File: src/rtl/dither_pwm_pkg.sv
package dither_pwm_pkg;
  typedef enum logic {
    MODE_VFREQ = 1'b0,
    MODE_VDUTY = 1'b1
  } pwm_mode_e;
endpackage

File: src/rtl/dither_pwm_timebase.sv
module dither_pwm_timebase
  import dither_pwm_pkg::*;
#(
  parameter int DC_W = 4
) (
  input  logic            clk,
  input  logic            rst,
  input  logic            restart_i,
  input  logic            period_end_i,
  input  logic [DC_W-1:0] cyc_i,
  input  logic [DC_W-1:0] frac_i,
  output logic            second_o,
  output logic            cycle_end_o
);
  logic [DC_W-1:0] pidx;

  function automatic logic [DC_W-1:0] last_idx(logic [DC_W-1:0] c);
    return (c == '0) ? '0 : c - 1'b1;
  endfunction

  assign cycle_end_o = period_end_i && (pidx == last_idx(cyc_i));
  assign second_o    = pidx < frac_i;

  always_ff @(posedge clk) begin
    if (rst || restart_i)  pidx <= '0;
    else if (period_end_i) pidx <= cycle_end_o ? '0 : pidx + 1'b1;
  end


  dither_idx_range_chk: assert property (@(posedge clk) disable iff (rst)
    pidx <= last_idx(cyc_i));
endmodule

File: src/rtl/dither_pwm_period.sv
module dither_pwm_period
  import dither_pwm_pkg::*;
#(
  parameter int CNT_W = 8
) (
  input  logic             clk,
  input  logic             rst,
  input  logic             restart_i,
  input  logic             tick_i,
  input  pwm_mode_e        mode_i,
  input  logic [CNT_W-1:0] period_i,
  input  logic [CNT_W-1:0] duty_i,
  input  logic             second_i,
  output logic             raw_o,
  output logic             period_end_o
);
  localparam int LEN_W = CNT_W + 1;

  logic [LEN_W-1:0] pcnt;
  logic [LEN_W-1:0] len;
  logic [LEN_W-1:0] high;

  function automatic logic [LEN_W-1:0] phase_len(pwm_mode_e m, logic [CNT_W-1:0] p,
                                                 logic sec);
    logic [LEN_W-1:0] b;
    b = {1'b0, p} + ((m == MODE_VFREQ && sec) ? LEN_W'(1) : LEN_W'(0));
    if (b < LEN_W'(2)) b = LEN_W'(2);
    return b;
  endfunction

  function automatic logic [LEN_W-1:0] high_len(pwm_mode_e m, logic [LEN_W-1:0] l,
                                                logic [CNT_W-1:0] d, logic sec);
    if (m == MODE_VFREQ) return l >> 1;
    return {1'b0, d} + LEN_W'(sec);
  endfunction

  assign len          = phase_len(mode_i, period_i, second_i);
  assign high         = high_len(mode_i, len, duty_i, second_i);
  assign raw_o        = pcnt < high;
  assign period_end_o = tick_i && (pcnt == len - 1'b1);

  always_ff @(posedge clk) begin
    if (rst || restart_i) pcnt <= '0;
    else if (tick_i)      pcnt <= period_end_o ? '0 : pcnt + 1'b1;
  end


  period_range_chk: assert property (@(posedge clk) disable iff (rst)
    pcnt < len);


  vf_tail_low_chk: assert property (@(posedge clk) disable iff (rst)
    (period_end_o && mode_i == MODE_VFREQ) |-> !raw_o);
endmodule

File: src/rtl/dither_pwm_deadtime.sv
module dither_pwm_deadtime #(
  parameter int DT_W = 4
) (
  input  logic            clk,
  input  logic            rst,
  input  logic            clr_i,
  input  logic            tick_i,
  input  logic [DT_W-1:0] dead_i,
  input  logic            in_i,
  output logic            out_o
);
  logic [DT_W-1:0] cnt;

  always_ff @(posedge clk) begin
    if (rst || clr_i) begin
      cnt   <= '0;
      out_o <= 1'b0;
    end else if (tick_i) begin
      if (!in_i) begin
        cnt   <= '0;
        out_o <= 1'b0;
      end else if (cnt == dead_i) begin
        out_o <= 1'b1;
      end else begin
        cnt <= cnt + 1'b1;
      end
    end
  end


  deadtime_rise_chk: assert property (@(posedge clk) disable iff (rst)
    $rose(out_o) |-> $past(in_i));
endmodule

File: src/rtl/dither_pwm.sv
module dither_pwm
  import dither_pwm_pkg::*;
#(
  parameter int CNT_W = 8,
  parameter int DC_W  = 4,
  parameter int DT_W  = 4
) (
  input  logic             clk,
  input  logic             rst,
  input  logic             clk_en,
  input  logic             cfg_wr,
  input  logic             cfg_mode,
  input  logic [CNT_W-1:0] cfg_period,
  input  logic [CNT_W-1:0] cfg_duty,
  input  logic [DC_W-1:0]  cfg_dcyc,
  input  logic [DC_W-1:0]  cfg_frac,
  input  logic [DT_W-1:0]  cfg_dead,
  input  logic             rearm,
  input  logic             shutdown,
  output logic             top_o,
  output logic             bot_o
);
  typedef struct packed {
    pwm_mode_e        mode;
    logic [CNT_W-1:0] period;
    logic [CNT_W-1:0] duty;
    logic [DC_W-1:0]  dcyc;
    logic [DC_W-1:0]  frac;
    logic [DT_W-1:0]  dead;
  } cfg_t;

  cfg_t pend, act;
  logic running;
  logic restart;
  logic tick;
  logic raw;
  logic period_end;
  logic cycle_end;
  logic second;
  logic load_act;
  logic [1:0] dt_in;
  logic [1:0] dt_out;

  assign restart  = rearm && !shutdown;
  assign tick     = clk_en && running;
  assign load_act = restart || cycle_end;

  always_ff @(posedge clk) begin
    if (rst) pend <= '0;
    else if (cfg_wr) pend <= '{mode: pwm_mode_e'(cfg_mode), period: cfg_period,
                               duty: cfg_duty, dcyc: cfg_dcyc, frac: cfg_frac,
                               dead: cfg_dead};
  end

  always_ff @(posedge clk) begin
    if (rst)           act <= '0;
    else if (load_act) act <= pend;
  end

  always_ff @(posedge clk) begin
    if (rst || shutdown) running <= 1'b0;
    else if (restart)    running <= 1'b1;
  end

  dither_pwm_timebase #(.DC_W(DC_W)) timebase_i (
    .clk(clk), .rst(rst), .restart_i(restart), .period_end_i(period_end),
    .cyc_i(act.dcyc), .frac_i(act.frac), .second_o(second), .cycle_end_o(cycle_end)
  );

  dither_pwm_period #(.CNT_W(CNT_W)) period_i (
    .clk(clk), .rst(rst), .restart_i(restart), .tick_i(tick), .mode_i(act.mode),
    .period_i(act.period), .duty_i(act.duty), .second_i(second),
    .raw_o(raw), .period_end_o(period_end)
  );

  generate
    for (genvar g = 0; g < 2; g++) begin : g_dt
      if (g == 0) begin : g_hi
        assign dt_in[g] = raw && running;
      end else begin : g_lo
        assign dt_in[g] = !raw && running;
      end
      dither_pwm_deadtime #(.DT_W(DT_W)) dt_i (
        .clk(clk), .rst(rst), .clr_i(restart || !running), .tick_i(tick),
        .dead_i(act.dead), .in_i(dt_in[g]), .out_o(dt_out[g])
      );
    end
  endgenerate

  assign top_o = dt_out[0] && running && !shutdown;
  assign bot_o = dt_out[1] && running && !shutdown;


  no_overlap_chk: assert property (@(posedge clk) disable iff (rst)
    !(top_o && bot_o));


  shutdown_quiet_chk: assert property (@(posedge clk) disable iff (rst)
    shutdown |-> (!top_o && !bot_o));


  idle_quiet_chk: assert property (@(posedge clk) disable iff (rst)
    !running |-> (!top_o && !bot_o));


  act_hold_chk: assert property (@(posedge clk) disable iff (rst)
    !load_act |=> $stable(act));
endmodule

File: config.mk
export PLATFORM = sky130hd
export DESIGN_NAME = dither_pwm
export DESIGN_NICKNAME = d
export VERILOG_FILES = /design/src/rtl/dither_pwm_pkg.sv /design/src/rtl/dither_pwm_timebase.sv /design/src/rtl/dither_pwm_period.sv /design/src/rtl/dither_pwm_deadtime.sv /design/src/rtl/dither_pwm.sv
export SDC_FILE = /design/constraint.sdc
export NUM_CORES = 1
export LEC_CHECK = 0
export BUFFER_PORTS_ARGS = -buffer_cell sky130_fd_sc_hd__buf_2
export CAP_MARGIN = 20
export CORE_UTILIZATION = 60
export DETAILED_ROUTE_END_ITERATION = 10
export PLACE_DENSITY = 0.78
export SLEW_MARGIN = 5
export SYNTH_ARGS = -nofsm -noshare
export SYNTH_HDL_FRONTEND = slang
export SYNTH_SLANG_ARGS = --single-unit
export TNS_END_PERCENT = 20
File: constraint.sdc
create_clock -name clk -period 6.2 [get_ports clk]
set_input_delay 0.31 -clock clk [delete_from_list [all_inputs] [get_ports clk]]
set_output_delay 0.31 -clock clk [all_outputs]
set_load 0.02 [all_outputs]
### Word-level counts from Yosys, hierarchy flattened

Index checks and enable logic that the tools add are counted.

| cells by class | value |
|---|---|
| mux-type cells | 14 |
| add/sub/neg operators | 8 |
| $lt $le $gt $ge | 3 |
| bitwise operators | 1 |
| equal/unequal tests | 8 |
| reductions and logical operators | 24 |

Operators with widths:

| kind | count |
|---|---|
| $mux 9 | 3 |
| $mux 4 | 6 |
| $add 4x1->4 const B | 3 |
| $eq 4x4->1 | 3 |
| $logic_and 1x1->1 | 11 |
| $add 8x1->9 | 1 |
| $add 8x9->9 | 1 |
| $add 9x1->9 const B | 1 |
| $eq 9x9->1 | 1 |
| $lt 9x2->1 const B | 1 |
| $lt 9x9->1 | 1 |
| $sub 9x1->9 const B | 1 |
| $ne 2x2->1 const B | 4 |
| $reduce_and 2->1 | 4 |
| $logic_or 1x1->1 | 5 |
| $mux 1 | 5 |
| $logic_not 4->1 | 1 |
| $lt 4x4->1 | 1 |
| $sub 4x1->4 const B | 1 |
| $logic_not 1->1 | 3 |
| $not 1->1 | 1 |

| storage, ports and cells | value |
|---|---|
| input bits | 35 |
| flip-flop bits (word level) | 82 |
| output and inout port bits | 2 |
| logic and storage cells | 77 |

### Depth between registers and ports, before layout

Gate-level depths: netlist (run 1).

| logic depth | value |
|---|---|
| depth after elaboration | 12 |
| depth in mapped cells | 25 |
| mapped depth without buffers | 22 |

### By module

From an unflattened synthesis (run 1), not the netlist that was laid out.

| unflattened totals | value |
|---|---|
| cell total of the unflattened synthesis | 516 |
| area, all modules | 4762.1 um^2 |

Modules (own cells, without submodules):

| module | sequential area each (um^2) | cells an instance | instances | area an instance (um^2) |
|---|---|---|---|---|
| dither_pwm | 1181.1 | 229 | 1 | 2401.1 |
| dither_pwm_period | 180.2 | 174 | 1 | 1352.5 |
| dither_pwm_deadtime | 100.1 | 32 | 2 | 297.8 |
| dither_pwm_timebase | 80.1 | 49 | 1 | 412.9 |

### Worst setup path before layout (run 1)

No wires, ideal clock.

| timing | value |
|---|---|
| path type | reg-to-reg |
| start | register timebase_i.pidx[1] |
| end | register act[28] in the netlist's numbering |
| slack | 1.178 ns |
| period minus slack after synthesis | 5.022 ns |
| data arrival time | 4.950 ns |
| cell stages (with the launch flop) | 25 |
| data required time | 6.128 ns |
| cells stage by stage | dfxtp_1 > ha_1 > a21o_1 > a21o_1 > a21oi_1 > and2_1 > ha_1 > ha_1 > buf_2 > nand2_1 > o21a_1 > a211oi_4 > nand2_1 > nand2_1 > ha_1 > or4b_4 > o31ai_4 > a22oi_1 > a41o_1 > a22o_1 > o221a_2 > a31oi_4 > buf_6 > buf_12 > mux2i_1 |

| between the ends | value |
|---|---|
| cells in the longest elaborated chain, start to end | 11 |

Ends and longest elaborated chain:

| item | line | source |
|---|---|---|
| start: declaration | dither_pwm_timebase.sv:15 | `logic [DC_W-1:0] pidx;` |
| start signal: assignment | dither_pwm_timebase.sv:26 | `else if (period_end_i) pidx <= cycle_end_o ? '0 : pidx + 1'b1;` |
| $lt 4x4->1 | dither_pwm_timebase.sv:22 | `assign second_o = pidx < frac_i;` |
| $logic_and 1x1->1 | dither_pwm_period.sv:26 | `b = {1'b0, p} + ((m == MODE_VFREQ && sec) ? LEN_W'(1) : LEN_W'(0));` |
| $mux 1 | dither_pwm_period.sv:26 |  |
| $add 8x9->9 | dither_pwm_period.sv:26 |  |
| $lt 9x2->1 | dither_pwm_period.sv:27 | `if (b < LEN_W'(2)) b = LEN_W'(2);` |
| $mux 9 | dither_pwm_period.sv:27 |  |
| $sub 9x1->9 | dither_pwm_period.sv:40 | `assign period_end_o = tick_i && (pcnt == len - 1'b1);` |
| $eq 9x9->1 | dither_pwm_period.sv:40 |  |
| $logic_and 1x1->1 | dither_pwm_period.sv:40 |  |
| $logic_and 1x1->1 (*) | dither_pwm_timebase.sv:21 | `assign cycle_end_o = period_end_i && (pidx == last_idx(cyc_i));` |
| $logic_or 1x1->1 (*) | dither_pwm.sv:46 | `assign load_act = restart \|\| cycle_end;` |
| end signal: assignment | dither_pwm.sv:57 | `else if (load_act) act <= pend;` |
| end: declaration | dither_pwm.sv:32 | `cfg_t pend, act;` |

Every way passes the cells marked *; elsewhere a longest branch is shown, timed or not.
A chain may end at the register's enable or synchronous reset.

### Worst setup path after layout (run 1)

| timing | value |
|---|---|
| start | register timebase_i.pidx[1] |
| end | register act[8] in the netlist's numbering |

The elaborated chain is that of the path after synthesis.

==> metrics.md, run 1 <==
| Metric | Value |
|---|---|
| Crit. End Element | flip-flop |
| Synth warn | 0 |
| Layout Skew | 0.00786 ns |
| Leakage power | 0.00219 uW |
| MaxCap Viol Count | 0 |
| Footprint of the multi-input gates | 2880 sq um |
| Area Growth Syn to Fin | 8.82% |
| Die H | 90.5 um |
| Die area | 8190 sq um |
| Wirelength per Cell | 15.5 um |
| Chip Width | 90.5 um |
| Minimum clock period | 5.70 ns |
| Post-synth ARST share | 0 |
| Final Core Density | 0.690 |
| EDFF count, synth | 0 |
| Initial core utilization | 0.634 |
| Critical Path Source Type | flip-flop |
| Design Area, Final | 5110 sq um |
| Fmax | 175 MHz |
| Total area of sequential cells | 1640 sq um |
| GR Util All Layers | 0.266 |
| Reg-to-Reg End | act[8]$_SDFFE_PP0P_ |
| Proportion of layout cells with a drive suffix above 1 | 0.127 |
| Peak VDD IR | 0.000185 V |
| Detailed Place HPWL | 7470 um |
| Mapped Avg Cell Area | 8.75 sq um |
| DP Cell Count | 651 |
| Slew Viols, Final | 0 |
| Clock share of power | 0.371 |
| Headroom to the max-slew limit | 0.433 |
| Final hold viol count | 0 |
| Drt pass-1 iters | 4 |
| Vias | 3953 |
| Setup violations, final | 0 |
| M2 GR Usage | 0.426 |
| Req. time, crit path | 6.48 ns |
| ANT cells | 0 |
| Period utilization | 0.919 |
| Detail Route Antenna Nets | 0 |
| Number of synthesized register bits | 82 |
| Worst skew pair latency | 0.36 ns |
| Worst reg2reg path depth | 22 |
| Port Buf Inserts | 36 |
| Top-count cell post-synth | dfxtp_1 |
| Worst-path fanout max | 29 |
| Min-delay worst type | in2reg |
| Initial DRC count | 217 |
| Yosys cell types | 66 |
| Primary FF master, synth | dfxtp_1 |
| Number of I/O pins | 37 |
| RSZ-0062 raised after global routing | no |
| Gpl congestion | 0.931 |
| Remaining DRCs | 0 |
| Fin nets | 618 |
| Share of Yosys cell area claimed by the top area cell type | 0.349 |
| CTS Root Cell | clkbuf_8 |
| Power Density | 218 nW/um^2 |
| Worst Path Arrival | 5.98 ns |
| Detailed Route WL | 10400 um |
| Mapped Nets | 592 |
| Clock buffer count from CTS | 9 |
| WHS Path Cells | 2 |
| Number of global-route vias before repair | 3755 |
| Core area | 7410 sq um |
| Area post-placement | 4900 sq um |
| Initial antenna violation count | 0 |
| Synth top area cells | dfxtp_1 35%, mux2i_1 13%, nand2_1 6.5% |
| Sequential share of the synthesized area | 0.349 |
| Final non-filler cell total | 667 |
| Via-to-Cell Ratio | 5.93 |
| End of the worst hold path | running$_SDFFE_PP0P_ |
| CTS H-tree lvls | 3 |
| Fill cell total of the finished layout | 612 |
| Total gr overflow | 0 |
| Cell taking the most area after synthesis | dfxtp_1 |
| Kind of critical path | reg2reg |
| Setup TNS | 0 ns |
| Post-route setup slack | 0.501 ns |
| Clock Pin Slew Worst Setup and Hold Paths | 0.08 ns |
| Hold_buf cts | 0 |
| Worst r2r src | timebase_i.pidx[1]$_SDFFE_PP0N_ |
| Top Usage Layer GRT | met2 |
| First-pass GRT wire length | 17600 um |
| TritonCTS clock tree | done |
| Largest net degree at the start of global routing | 59 |
| Worst-margin pin slew | 0.850 ns |
| Gate Count Post-Synth | 537 |
| Sw Ratio | 0.276 |
| Pre-CTS WS | 0.448 ns |
| Reg-to-reg slack, setup | 0.50 ns |
| Comb pwr share | 0.128 |
| HP Start | shutdown |
| Outcome | finished clean |
| Post-Syn Area | 4700 sq um |
| Top cells by count, synth | 82 x dfxtp_1, 81 x nand2_1, 59 x mux2i_1 |
| GR Util met3 | 0.0556 |
| Net Switching | 307 uW |
| # clock sinks | 82 |
| Std cell rows | 31 |
| Share of power burned in registers | 0.501 |
| Met1 Use GR | 0.343 |
| Clk buf depth | 2 |
| Internal power | 805 uW |
repair_timing:
item / in CTS / in global routing
buffers inserted: 0 / 0
gates resized for setup: 0 / 1
endpoints found under the setup margin: 0 / 34
worst max path at each step:
| stage | start | end | slack [ns] | depth (start not counted) |
|---|---|---|---|---|
| finish | timebase_i.pidx[1]$_SDFFE_PP0N_ | act[8]$_SDFFE_PP0P_ | 0.50 | 22 |
| global route | timebase_i.pidx[1]$_SDFFE_PP0N_ | act[8]$_SDFFE_PP0P_ | 0.16 | 22 |
| CTS | timebase_i.pidx[1]$_SDFFE_PP0N_ | act[8]$_SDFFE_PP0P_ | 0.33 | 21 |
| detailed placement | timebase_i.pidx[1]$_SDFFE_PP0N_ | act[8]$_SDFFE_PP0P_ | 0.45 | 21 |
| global placement | timebase_i.pidx[1]$_SDFFE_PP0N_ | act[16]$_SDFFE_PP0P_ | 0.79 | 21 |
| floorplan | timebase_i.pidx[1]$_SDFFE_PP0N_ | act[28]$_SDFFE_PP0P_ | 1.18 | 24 |
placed cells by master (no fill, tap or decap), types with 4 or more instances in the layout:
| master | synthesis | final |
|---|---|---|
| a211oi_1 | 4 | 4 |
| nand2b_1 | 4 | 4 |
| clkbuf_8 | 0 | 10 |
| nor3_1 | 18 | 18 |
| nand4_1 | 12 | 12 |
| nand2_1 | 81 | 81 |
| inv_1 | 11 | 11 |
| mux2i_1 | 59 | 59 |
| xor2_1 | 20 | 20 |
| a31oi_1 | 4 | 4 |
| a21o_1 | 8 | 8 |
| ha_1 | 20 | 20 |
| xnor2_1 | 17 | 17 |
| or4_1 | 4 | 4 |
| nor2_1 | 46 | 46 |
| buf_2 | 3 | 36 |
| nand3_1 | 11 | 11 |
| o31ai_1 | 4 | 4 |
| o21ai_0 | 17 | 17 |
| a21oi_1 | 24 | 24 |
| and3b_1 | 4 | 4 |
| dfxtp_1 | 82 | 82 |
power by group through the flow:
stage,logic [uW],clock network [uW],registers (uW)
2_1_floorplan,110,0,564
3_3_place_gp,136,0,569
3_5_place_dp,140,0,570
4_1_cts,141,419,557
5_1_grt,157,438,560
6_report,143,413,557
critical path, cell delays in order, from the launching register on:
cell      delay (ns)
dfxtp_1         0.47
ha_1            0.28
a21o_1          0.15
a21o_1          0.17
a21oi_1         0.18
and2_1          0.15
ha_1            0.32
ha_1            0.47
nand2_1         0.17
o21a_1          0.26
a211oi_4        0.36
nand2_1         0.13
nand2_1         0.10
ha_1            0.21
or4b_4          0.49
o31ai_4         0.10
a22oi_1         0.11
a41o_1          0.22
a22o_1          0.25
o221a_2         0.31
a31oi_4         0.20
buf_12          0.24
mux2i_1         0.24
per-stage QoR:
stage | hold slack (ns) | power [uW]
floorplan | 0.389 | 674
global placement | 0.444 | 705
detailed placement | 0.449 | 710
CTS | 0.146 | 1120
global route | 0.155 | 1150
finish | 0.156 | 1110
cells by family after synthesis:
kind of cell,after synthesis,synth area share
mux,60,0.128
simple gates,209,0.218
flops,82,0.349
xor+xnor,38,0.0738
compound gates,92,0.138
buf+inv,36,0.0394
fa+ha+maj,20,0.0533
cell type report:
class                      count  share of cell area
clock inverter                 6              0.0140
multi-input combinational    419               0.563
inverter                      12             0.00881
clock buffer                  10              0.0269
tap                           99              0.0242
timing repair buffer          39              0.0421
sequential                    82               0.321
registers in the layout, indices dropped and copies added (netlist names):
register and flops:
act 29, timebase_i.pidx 4, period_i.pcnt 9, g_dt.dt_i.out_o 2, pend 29, running 1
g_dt.dt_i.cnt 8
metal layers:
metal / part of all wire / vias to the layer above / wire (um)
met5: 0 / - / 0
met4: 0.033 / 0 / 340
met3: 0.042 / 28 / 439
met2: 0.46 / 101 / 4810
met1: 0.46 / 1864 / 4780
li1: - / 1960 / -
Note: power is estimated with default switching activity, not from simulation.
==> inputs of run 2 (changes only) <==
--- a/config.mk
+++ b/config.mk
@@ -7,9 +7,11 @@
 export LEC_CHECK = 0
 export BUFFER_PORTS_ARGS = -buffer_cell sky130_fd_sc_hd__buf_2
 export CAP_MARGIN = 20
-export CORE_UTILIZATION = 60
+export CELL_PAD_IN_SITES_DETAIL_PLACEMENT = 2
+export CELL_PAD_IN_SITES_GLOBAL_PLACEMENT = 2
+export CORE_UTILIZATION = 37
 export DETAILED_ROUTE_END_ITERATION = 10
-export PLACE_DENSITY = 0.78
+export PLACE_DENSITY = 0.77
 export SLEW_MARGIN = 5
 export SYNTH_ARGS = -nofsm -noshare
 export SYNTH_HDL_FRONTEND = slang
==> metrics.md, run 2 (synthesis results as in run 1) <==
| Metric | Value |
|---|---|
| Outcome | finished clean |
| Minimum clock period | 5.76 ns |
| GR Util All Layers | 0.226 |
| Min-delay worst type | in2reg |
| Initial antenna violation count | 0 |
| Largest regs | act (29), pend (29), period_i.pcnt (9) |
| Setup violations, final | 0 |
| Power Density | 238 nW/um^2 |
| Worst-margin pin slew | 0.925 ns |
| Initial DRC count | 146 |
| Chip Width | 115 um |
| CTS Root Cell | clkbuf_16 |
| Slowest cell on crit path | dfxtp_1 |
| Area Growth Syn to Fin | 13.2% |
| Critical Path Source Type | flip-flop |
| Fmax | 174 MHz |
| Worst Path Arrival | 6.03 ns |
| Vias | 4033 |
| TritonCTS clock tree | done |
| Number of global-route vias before repair | 4346 |
| CP cell instances | ha_1, a21o_1, a21o_1, a21oi_1, and2_1, ha_1, ha_2, nand2_1, o21a_1, a211oi_4, nand2_1, nand2_1, ha_1, or4b_4, o31ai_4, a22oi_1, a41o_1, a22o_1, o221a_2, a31oi_4, buf_4, mux2i_1 |
| DP Cell Count | 722 |
| Final non-filler cell total | 739 |
| Port Buf Inserts | 36 |
| Crit path buf inv count | 1 |
| Slew Viols, Final | 0 |
| ANT cells | 0 |
| HP Start | shutdown |
| Period utilization | 0.930 |
| Layout Skew | 0.0100 ns |
| Worst r2r src | timebase_i.pidx[1]$_SDFFE_PP0N_ |
| Proportion of layout cells with a drive suffix above 1 | 0.131 |
| First-pass GRT wire length | 22400 um |
| Design Area, Final | 5320 sq um |
| Detail Route Antenna Nets | 0 |
| Req. time, crit path | 6.46 ns |
| Number of I/O pins | 37 |
| Std cell rows | 40 |
| Worst-path fanout max | 10 |
| RSZ-0062 raised after global routing | no |
| Via-to-Cell Ratio | 5.46 |
| Detailed Place HPWL | 10100 um |
| Reg-to-reg slack, setup | 0.44 ns |
| Area post-placement | 5000 sq um |
| # clock sinks | 82 |
| Final hold viol count | 0 |
| MaxCap Viol Count | 0 |
| Gpl congestion | 0.891 |
| Wirelength per Cell | 18.5 um |
| Die H | 115 um |
| Peak VDD IR | 0.000172 V |
| Core area | 12200 sq um |
| Hold_buf cts | 0 |
| Kind of critical path | reg2reg |
| Headroom to the max-slew limit | 0.383 |
| Total gr overflow | 0 |
| Initial core utilization | 0.385 |
| End of the worst hold path | running$_SDFFE_PP0P_ |
| Drt pass-1 iters | 4 |
| Die area | 13100 sq um |
| Worst skew pair latency | 0.36 ns |
| Most common cell after layout, fill and taps aside | dfxtp_1 |
| Worst reg2reg path depth | 22 |
| Clock buffer count from CTS | 9 |
| WHS Path Cells | 2 |
| Largest net degree at the start of global routing | 61 |
| Clk buf depth | 2 |
| Setup TNS | 0 ns |
| Fill cell total of the finished layout | 1417 |
| Fin nets | 621 |
| Commonest cells after routing, fill and taps aside | 82 x dfxtp_1, 81 x nand2_1, 59 x mux2i_1 |
| Top Family by Delay on Critical Path | compound AO/OA/AOI/OAI gates |
| Reg-to-Reg End | act[26]$_SDFFE_PP0P_ |
| CTS H-tree lvls | 3 |
| Detailed Route WL | 13700 um |
| Clock Pin Slew Worst Setup and Hold Paths | 0.06 ns |
| Remaining DRCs | 0 |
| Crit. End Element | flip-flop |
| Slowest cell delay on critical path | 0.49 ns |
| Leakage power | 0.00224 uW |
[run 2: cell types whose count changed in the layout (fill, tap and decap cells not counted), sizes merged]
cell and delta:
buf +3, inv -1, clkbuf +1
[run 2: per-stage QoR]
| stage | util | setup slack (ns) | total power, uW | hold WS, ns |
|---|---|---|---|---|
| after floorplan | - | 1.18 | 674 | 0.389 |
| after global placement | 0.409 | 0.389 | 711 | 0.445 |
| after detailed placement | 0.409 | 0.0734 | 719 | 0.457 |
| after CTS | 0.434 | 0.0422 | 1280 | 0.165 |
| after global routing | 0.435 | 0.134 | 1320 | 0.178 |
| final | 0.435 | 0.436 | 1270 | 0.170 |
[run 2: worst max-delay path by stage]
stage / start / endpoint / slack [ns] / depth (start not counted)
after floorplan: timebase_i.pidx[1]$_SDFFE_PP0N_ / act[28]$_SDFFE_PP0P_ / 1.18 / 24
after global routing: timebase_i.pidx[1]$_SDFFE_PP0N_ / act[0]$_SDFFE_PP0P_ / 0.13 / 22
after CTS: timebase_i.pidx[1]$_SDFFE_PP0N_ / act[13]$_SDFFE_PP0P_ / 0.04 / 21
after global placement: timebase_i.pidx[1]$_SDFFE_PP0N_ / act[12]$_SDFFE_PP0P_ / 0.39 / 21
final: timebase_i.pidx[1]$_SDFFE_PP0N_ / act[26]$_SDFFE_PP0P_ / 0.44 / 22
after detailed placement: timebase_i.pidx[1]$_SDFFE_PP0N_ / act[13]$_SDFFE_PP0P_ / 0.07 / 21
[run 2: cell type report]
cell class,count,area (sq um),area share
Sequential cell,82,1640,0.309
Inverter,12,45.0,0.00847
Multi-Input combinational cell,419,2880,0.542
Tap cell,168,210,0.0395
Clock buffer,11,243,0.0457
Timing Repair Buffer,42,238,0.0447
Clock inverter,5,60.1,0.0113
[run 2: what timing repair did]
item | in CTS | in global routing
resized for setup | 0 | 2
endpoints found under the setup margin | 0 | 37
endpoints found under the hold margin | 0 | 0
buffers inserted | 0 | 1
[run 2: routing by layer]
| metal | routed length, um | GRT usage | part of all wire | vias up |
|---|---|---|---|---|
| li1 | - | - | - | 1969 |
| met1 | 6050 | 0.257 | 0.44 | 2009 |
| met2 | 7120 | 0.419 | 0.52 | 41 |
| met3 | 340 | 0.0524 | 0.025 | 14 |
| met4 | 180 | 0.0623 | 0.013 | 0 |
| met5 | 0 | 0 | 0 | - |
[run 2: where the power goes]
part	switching (uW)	internal (uW)	total (uW)
sequential	15.2	544	559
clock	232	325	557
combinational	88.3	61.6	150
total	335	930	1270
